<file path="src/rtl/fcmp_pkg.sv">
package fcmp_pkg;
  localparam int EXP_W  = 8;
  localparam int MAN_W  = 23;
  localparam int SP_W   = 1 + EXP_W + MAN_W;
  localparam int QBIT   = MAN_W - 1;
  localparam int FLAG_W = 6;
  localparam int FL_CF  = 0;
  localparam int FL_PF  = 1;
  localparam int FL_ZF  = 2;
  localparam int FL_SF  = 3;
  localparam int FL_OF  = 4;
  localparam int FL_AF  = 5;

  typedef enum logic [1:0] {
    CMP_GT = 2'd0,
    CMP_LT = 2'd1,
    CMP_EQ = 2'd2,
    CMP_UN = 2'd3
  } cmp_e;

  typedef struct packed {
    logic is_nan;
    logic is_snan;
    logic is_zero;
  } fp_cls_t;
endpackage

</file>
<file path="src/rtl/fcmp_classify.sv">
module fcmp_classify
  import fcmp_pkg::*;
(
  input  logic [SP_W-1:0] val,
  output fp_cls_t         cls
);
  logic [EXP_W-1:0] expo;
  logic [MAN_W-1:0] frac;

  always_comb begin
    expo        = val[SP_W-2 -: EXP_W];
    frac        = val[MAN_W-1:0];
    cls.is_nan  = (&expo) && (|frac);
    cls.is_snan = cls.is_nan && !frac[QBIT];
    cls.is_zero = ~|val[SP_W-2:0];
  end
endmodule

</file>
<file path="src/rtl/fcmp_order.sv">
module fcmp_order
  import fcmp_pkg::*;
(
  input  logic [SP_W-1:0] a,
  input  logic [SP_W-1:0] b,
  input  fp_cls_t         cls_a,
  input  fp_cls_t         cls_b,
  output cmp_e            outcome
);
  function automatic logic [SP_W-1:0] order_key(input logic [SP_W-1:0] x);
    return x[SP_W-1] ? ~x : {1'b1, x[SP_W-2:0]};
  endfunction

  logic [SP_W-1:0] ka, kb;

  always_comb begin
    ka = order_key(a);
    kb = order_key(b);
    if (cls_a.is_nan || cls_b.is_nan)       outcome = CMP_UN;
    else if (cls_a.is_zero && cls_b.is_zero) outcome = CMP_EQ;
    else if (ka == kb)                       outcome = CMP_EQ;
    else if (ka > kb)                        outcome = CMP_GT;
    else                                     outcome = CMP_LT;
  end
endmodule

</file>
<file path="src/rtl/fcmp_flag_reg.sv">
module fcmp_flag_reg
  import fcmp_pkg::*;
(
  input  logic              clk,
  input  logic              rst_n,
  input  logic              upd,
  input  cmp_e              outcome,
  input  logic              invalid,
  input  logic              mask,
  output logic [FLAG_W-1:0] flags_q,
  output logic              exc_q,
  output logic              done_q
);
  logic [2:0]        zpc;
  logic              raise;
  logic [FLAG_W-1:0] flags_d;

  always_comb begin
    unique case (outcome)
      CMP_GT:  zpc = 3'b000;
      CMP_LT:  zpc = 3'b001;
      CMP_EQ:  zpc = 3'b100;
      default: zpc = 3'b111;
    endcase
    raise          = invalid && !mask;
    flags_d        = '0;
    flags_d[FL_ZF] = zpc[2];
    flags_d[FL_PF] = zpc[1];
    flags_d[FL_CF] = zpc[0];
  end

  always_ff @(posedge clk or negedge rst_n) begin
    if (!rst_n) begin
      flags_q <= '0;
      exc_q   <= 1'b0;
      done_q  <= 1'b0;
    end else begin
      done_q <= upd;
      exc_q  <= upd && raise;
      if (upd && !raise) flags_q <= flags_d;
    end
  end


  hold_without_strobe_chk: assert property (@(posedge clk) disable iff (!rst_n)
    !done_q |-> $stable(flags_q));


  exc_freeze_chk: assert property (@(posedge clk) disable iff (!rst_n)
    exc_q |-> $stable(flags_q));


  exc_needs_strobe_chk: assert property (@(posedge clk) disable iff (!rst_n)
    exc_q |-> done_q);


  parity_implies_zc_chk: assert property (@(posedge clk) disable iff (!rst_n)
    flags_q[FL_PF] |-> (flags_q[FL_ZF] && flags_q[FL_CF]));


  upper_clear_chk: assert property (@(posedge clk) disable iff (!rst_n)
    done_q && !exc_q |-> (flags_q[FL_AF:FL_SF] == 3'b000));
endmodule

</file>
<file path="src/rtl/fcmp_flag_unit.sv">
module fcmp_flag_unit
  import fcmp_pkg::*;
#(
  parameter int OP_W = 128
) (
  input  logic              clk,
  input  logic              rst_n,
  input  logic              in_valid,
  output logic              in_ready,
  input  logic [OP_W-1:0]   op_a,
  input  logic [OP_W-1:0]   op_b,
  input  logic              quiet_mode,
  input  logic              inv_mask,
  output logic [FLAG_W-1:0] flags,
  output logic              inv_exc,
  output logic              res_valid
);
  localparam int NOPS = 2;

  logic [NOPS-1:0][SP_W-1:0] low;
  fp_cls_t [NOPS-1:0]        cls;
  cmp_e                      outcome;
  logic                      any_nan, any_snan, invalid;

  assign in_ready = 1'b1;
  assign low[0]   = op_a[SP_W-1:0];
  assign low[1]   = op_b[SP_W-1:0];

  for (genvar i = 0; i < NOPS; i++) begin : g_cls
    fcmp_classify u_cls (.val(low[i]), .cls(cls[i]));
  end

  always_comb begin
    any_nan  = cls[0].is_nan  || cls[1].is_nan;
    any_snan = cls[0].is_snan || cls[1].is_snan;
    invalid  = quiet_mode ? any_snan : any_nan;
  end

  fcmp_order u_order (
    .a(low[0]), .b(low[1]), .cls_a(cls[0]), .cls_b(cls[1]), .outcome(outcome)
  );

  fcmp_flag_reg u_freg (
    .clk(clk), .rst_n(rst_n), .upd(in_valid), .outcome(outcome),
    .invalid(invalid), .mask(inv_mask),
    .flags_q(flags), .exc_q(inv_exc), .done_q(res_valid)
  );
endmodule

</file>
<file path="config.mk">
export PLATFORM = sky130hd
export DESIGN_NAME = fcmp_flag_unit
export DESIGN_NICKNAME = d
export VERILOG_FILES = /design/src/rtl/fcmp_pkg.sv /design/src/rtl/fcmp_classify.sv /design/src/rtl/fcmp_order.sv /design/src/rtl/fcmp_flag_reg.sv /design/src/rtl/fcmp_flag_unit.sv
export SDC_FILE = /design/constraint.sdc
export NUM_CORES = 1
export LEC_CHECK = 0
export CAP_MARGIN = 10
export CORE_AREA = 2 2 104 106
export DETAILED_ROUTE_END_ITERATION = 10
export DIE_AREA = 0 0 106 108
export PLACE_DENSITY = 0.72
export SLEW_MARGIN = 30
export SYNTH_ARGS = -nofsm -noshare
export SYNTH_HDL_FRONTEND = slang
export SYNTH_HIERARCHICAL = 1
export SYNTH_SLANG_ARGS = --single-unit
</file>
<file path="constraint.sdc">
create_clock -name clk -period 0.8 [get_ports clk]
set_input_delay 0.16 -clock clk [delete_from_list [all_inputs] [get_ports clk]]
set_output_delay 0.16 -clock clk [all_outputs]
set_load 0.01 [all_outputs]
</file>
==> results.tsv <==
stage	metric	value	unit
outcome	result of the run	finished with violations	
outcome	violations in the final reports	setup timing	
route	final WL	7.68	mm
route	DRT antenna net count	0	
cts	H-tree levels	1	
cts	CTS root buffer	sky130_fd_sc_hd__clkbuf_8	
global_routing	Overflow after GRT	0	
yosys	mean instance size in the synthesized netlist	8.35	um^2
final_layout	Antenna Cells	0	
yosys	number of standard cells after synthesis	207	
sta	total negative setup slack	-5.12	ns
setup_path	count of buffering cells on the critical path with inverters included	3	
setup_path	slowest CP cell	sky130_fd_sc_hd__ha_1	
yosys	number of enable flip-flop cells after synthesis	0	
global_routing	number of global-route vias before repair	2309	
setup_path	Crit Path Class	in2reg	
placed_design	Port Buf Inserts	73	
setup_path	critical path data required time	0.94	ns
final_layout	Area Overhead vs Synth	96.2	%
floorplan	standard cell core area	0.0102	mm^2
floorplan	number of rows in the core area	37	
global_routing	number of antenna violations at the first check in global routing	0	
yosys	leading post-synthesis cells by instance count	32 x sky130_fd_sc_hd__ha_1, 31 x sky130_fd_sc_hd__xnor2_1, 31 x sky130_fd_sc_hd__xor2_1, 13 x sky130_fd_sc_hd__a21oi_1, 12 x sky130_fd_sc_hd__nor4_1	
cts	Clock Path Buffers	2	
route	number of vias after detailed routing	2068	
route	drt via density	4.41	
floorplan	Die Width	106	um
setup_path	worst path cell trace	clkbuf_16 -> buf_12 -> buf_8 -> xor2_1 -> ha_1 -> nand4_1 -> nor4_4 -> a32oi_2 -> nand3_2 -> o31ai_4 -> nand2_1 -> mux2i_1	
sta	max frequency	464	MHz
setup_path	peak per-stage delay on the critical path	0.31	ns
yosys	Yosys Warn Count	6	
setup_path	signal arrival time at the worst endpoint	2.29	ns
global_routing	global-route wire length before repair	11.5	mm
yosys	share of synthesized registers carrying an async set or reset	100	%
setup_path	crit start category	input port	
cts	number of buffers inserted for hold repair after clock tree synthesis	0	
yosys	leading cell types by total area after synthesis	sky130_fd_sc_hd__ha_1 23%, sky130_fd_sc_hd__xnor2_1 16%, sky130_fd_sc_hd__xor2_1 16%	
yosys	Main synth FF type	sky130_fd_sc_hd__dfrtp_1	
final_layout	net total in the final layout	627	
floorplan	Top Ports	270	
final_layout	share of cells above drive strength 1	53.2	%
global_routing	pin count of the biggest net entering global routing	11	
placed_design	hpwl dp	5.74	mm
cts	number of clock sinks seen by CTS	5	
power	LEAKAGE	1.53	nW
global_routing	global router's overall resource usage	13.0	%
yosys	Mapped Area	0.00173	mm^2
yosys	share of the synthesized area in the top cell type	23.2	%
cts	insertion delay of the later-clocked pin in the worst-skew pair	0.22	ns
sta	final setup violation count	9	
power	PwrDens	843	mW/mm^2
cts	clock buffer count from CTS	3	
hold_path	type of the worst min-delay path	in2async	
floorplan	die span in y	108	um
placed_design	routability cong.	0.855	
yosys	Unique masters post-synth	38	
sta	Fin Clk Skew	0	ns
sta	number of slew-limit violations in the final report	0	
setup_path	critical path fanouts, max	7	
yosys	post-synthesis cell type with the largest combined area	sky130_fd_sc_hd__ha_1	
yosys	sequential fraction of the synthesis area	7.24	%
sta	Final Hold Violating Endpoints	0	
route	initial DRC count	70	
floorplan	die outline area	0.0114	mm^2
cts	register clock-pin slew on the reported worst setup and hold paths	0.03	ns
sta	min Tclk post-route	2.16	ns
placed_design	Placement Setup Slack	-1.75	ns
route	drt drc	0	
yosys	most numerous cell in the Yosys netlist	sky130_fd_sc_hd__ha_1	
power	highest ir drop seen on vdd	0.343	mV
job	number of max-capacitance violations reported	0	
setup_path	cell family with most CP delay	compound AO/OA/AOI/OAI gates	
route	Routed wire per std cell	16.4	um
sta	post-route worst setup slack	-1.36	ns
floorplan	initial core utilization	16.9	%
cts	TritonCTS clock tree	yes	
setup_path	crit path capture type	flip-flop	
sta	share of the cycle needed by the critical path after routing	270	%
sta	unrepaired setup endpoints after global routing	true	
route	Detailed Routing Iterations Pass 1	4	
yosys	number of synthesized register bits	5	
==> worst register-to-register path, delay by kind of cell (launching register included) <==
family	cells	cell delay, ns
buffers and inverters	1	0.14
DFF	1	0.39
muxes	1	0.25
==> layout by cell type, fill, tap and decap left out, types with 3 or more instances in the layout <==
cell / n
sky130_fd_sc_hd__buf_4: 45
sky130_fd_sc_hd__clkbuf_2: 33
sky130_fd_sc_hd__ha_1: 31
sky130_fd_sc_hd__xor2_1: 29
sky130_fd_sc_hd__xnor2_1: 23
sky130_fd_sc_hd__buf_6: 19
sky130_fd_sc_hd__buf_2: 11
sky130_fd_sc_hd__nand4_1: 10
sky130_fd_sc_hd__a21oi_1: 10
sky130_fd_sc_hd__xnor2_2: 8
sky130_fd_sc_hd__nand2_1: 7
sky130_fd_sc_hd__buf_8: 6
sky130_fd_sc_hd__dfrtp_1: 5
sky130_fd_sc_hd__buf_12: 5
sky130_fd_sc_hd__nor3_2: 4
sky130_fd_sc_hd__a21oi_2: 4
sky130_fd_sc_hd__conb_1: 4
sky130_fd_sc_hd__nor4_4: 4
sky130_fd_sc_hd__nor4_2: 4
sky130_fd_sc_hd__or4_4: 4
sky130_fd_sc_hd__nor4_1: 4
sky130_fd_sc_hd__clkdlybuf4s15_1: 4
sky130_fd_sc_hd__clkdlybuf4s50_1: 4
sky130_fd_sc_hd__nand3_1: 4
sky130_fd_sc_hd__nor2_1: 3
sky130_fd_sc_hd__clkbuf_8: 3
sky130_fd_sc_hd__buf_16: 3
sky130_fd_sc_hd__and4_1: 3
sky130_fd_sc_hd__inv_1: 3
==> flip-flops by register name (all words and copies together), names as in the netlist <==
name	flops
u_freg/done_q	1
u_freg/exc_q	1
u_freg/flags_q	3
==> cell type report <==
class / instances / area [um^2]
Inverter: 4 / 15.0
Timing Repair Buffer: 132 / 1160
Clock buffer: 4 / 45.0
Sequential cell: 5 / 125
Multi-Input combinational cell: 188 / 1880
Tap cell: 136 / 170
Fill cell: 1036 / 6840
==> routing by layer <==
metal  track usage (%)  up-vias  wire length, um  share of wire [%]
li1                  -     1003                -                  -
met1              15.7      968             3190                 42
met2              23.8       79             3900                 51
met3              2.05       18              404                5.3
met4              3.67        0              187                2.4
met5                 0        -                0                  0
==> kinds of logic (layout without fill, tap and decap cells) <==
kind of cell / Yosys count / count (layout) / synth area share, %
XOR/XNOR: 62 / 62 / 31.4
AND/OR/NAND/NOR: 57 / 57 / 19.8
adder cells (fa/ha/maj): 32 / 32 / 23.2
AO/OA/AOI/OAI: 30 / 30 / 11.4
buffers and inverters: 16 / 140 / 4.78
flip-flops: 5 / 5 / 7.24
multiplexers: 3 / 3 / 1.88
other: 2 / 4 / 0.434
==> where the power goes <==
part,total [mW],switching [mW],internal [mW],leakage [nW]
clock,0.464,0.123,0.342,0.0228
sequential,0.285,0.0127,0.272,0.0645
combinational,2.11,1.00,1.11,1.44
==> worst paths after layout <==
kind / startpoint / end / slack, ns / cells after the start
setup / recovery: op_a[31] / u_freg/flags_q[1] / -1.36 / 12
hold / removal: rst_n / u_freg/done_q / 0.16 / 1
min in group clk: in_valid / u_freg/done_q / 0.51 / 1
max in group asynchronous: rst_n / u_freg/flags_q[2] / 0.46 / 1
setup reg to reg: u_freg/flags_q[0] / u_freg/flags_q[0] / -0.10 / 2
hold reg to reg: u_freg/flags_q[2] / u_freg/flags_q[2] / 0.64 / 2
==> what timing repair did <==
action,CTS,global route
gates resized for setup,159,169
setup buffers,21,10
cloned,3,0
endpoints found under the setup margin,9,9
pin swaps,48,32
==> per-stage QoR <==
stage          util, %  instances  hold slack, ns  power [mW]  area, um^2
2_1_floorplan        -        209          -0.136        1.23        1870
3_3_place_gp      28.0        434           0.390        1.95        2860
3_5_place_dp      28.0        434           0.394        2.03        2860
4_1_cts           32.4        462           0.157        2.71        3320
5_1_grt           33.2        469           0.185        3.06        3390
6_report          33.2        469           0.158        2.86        3390
Power figures use the tool's default switching activity.
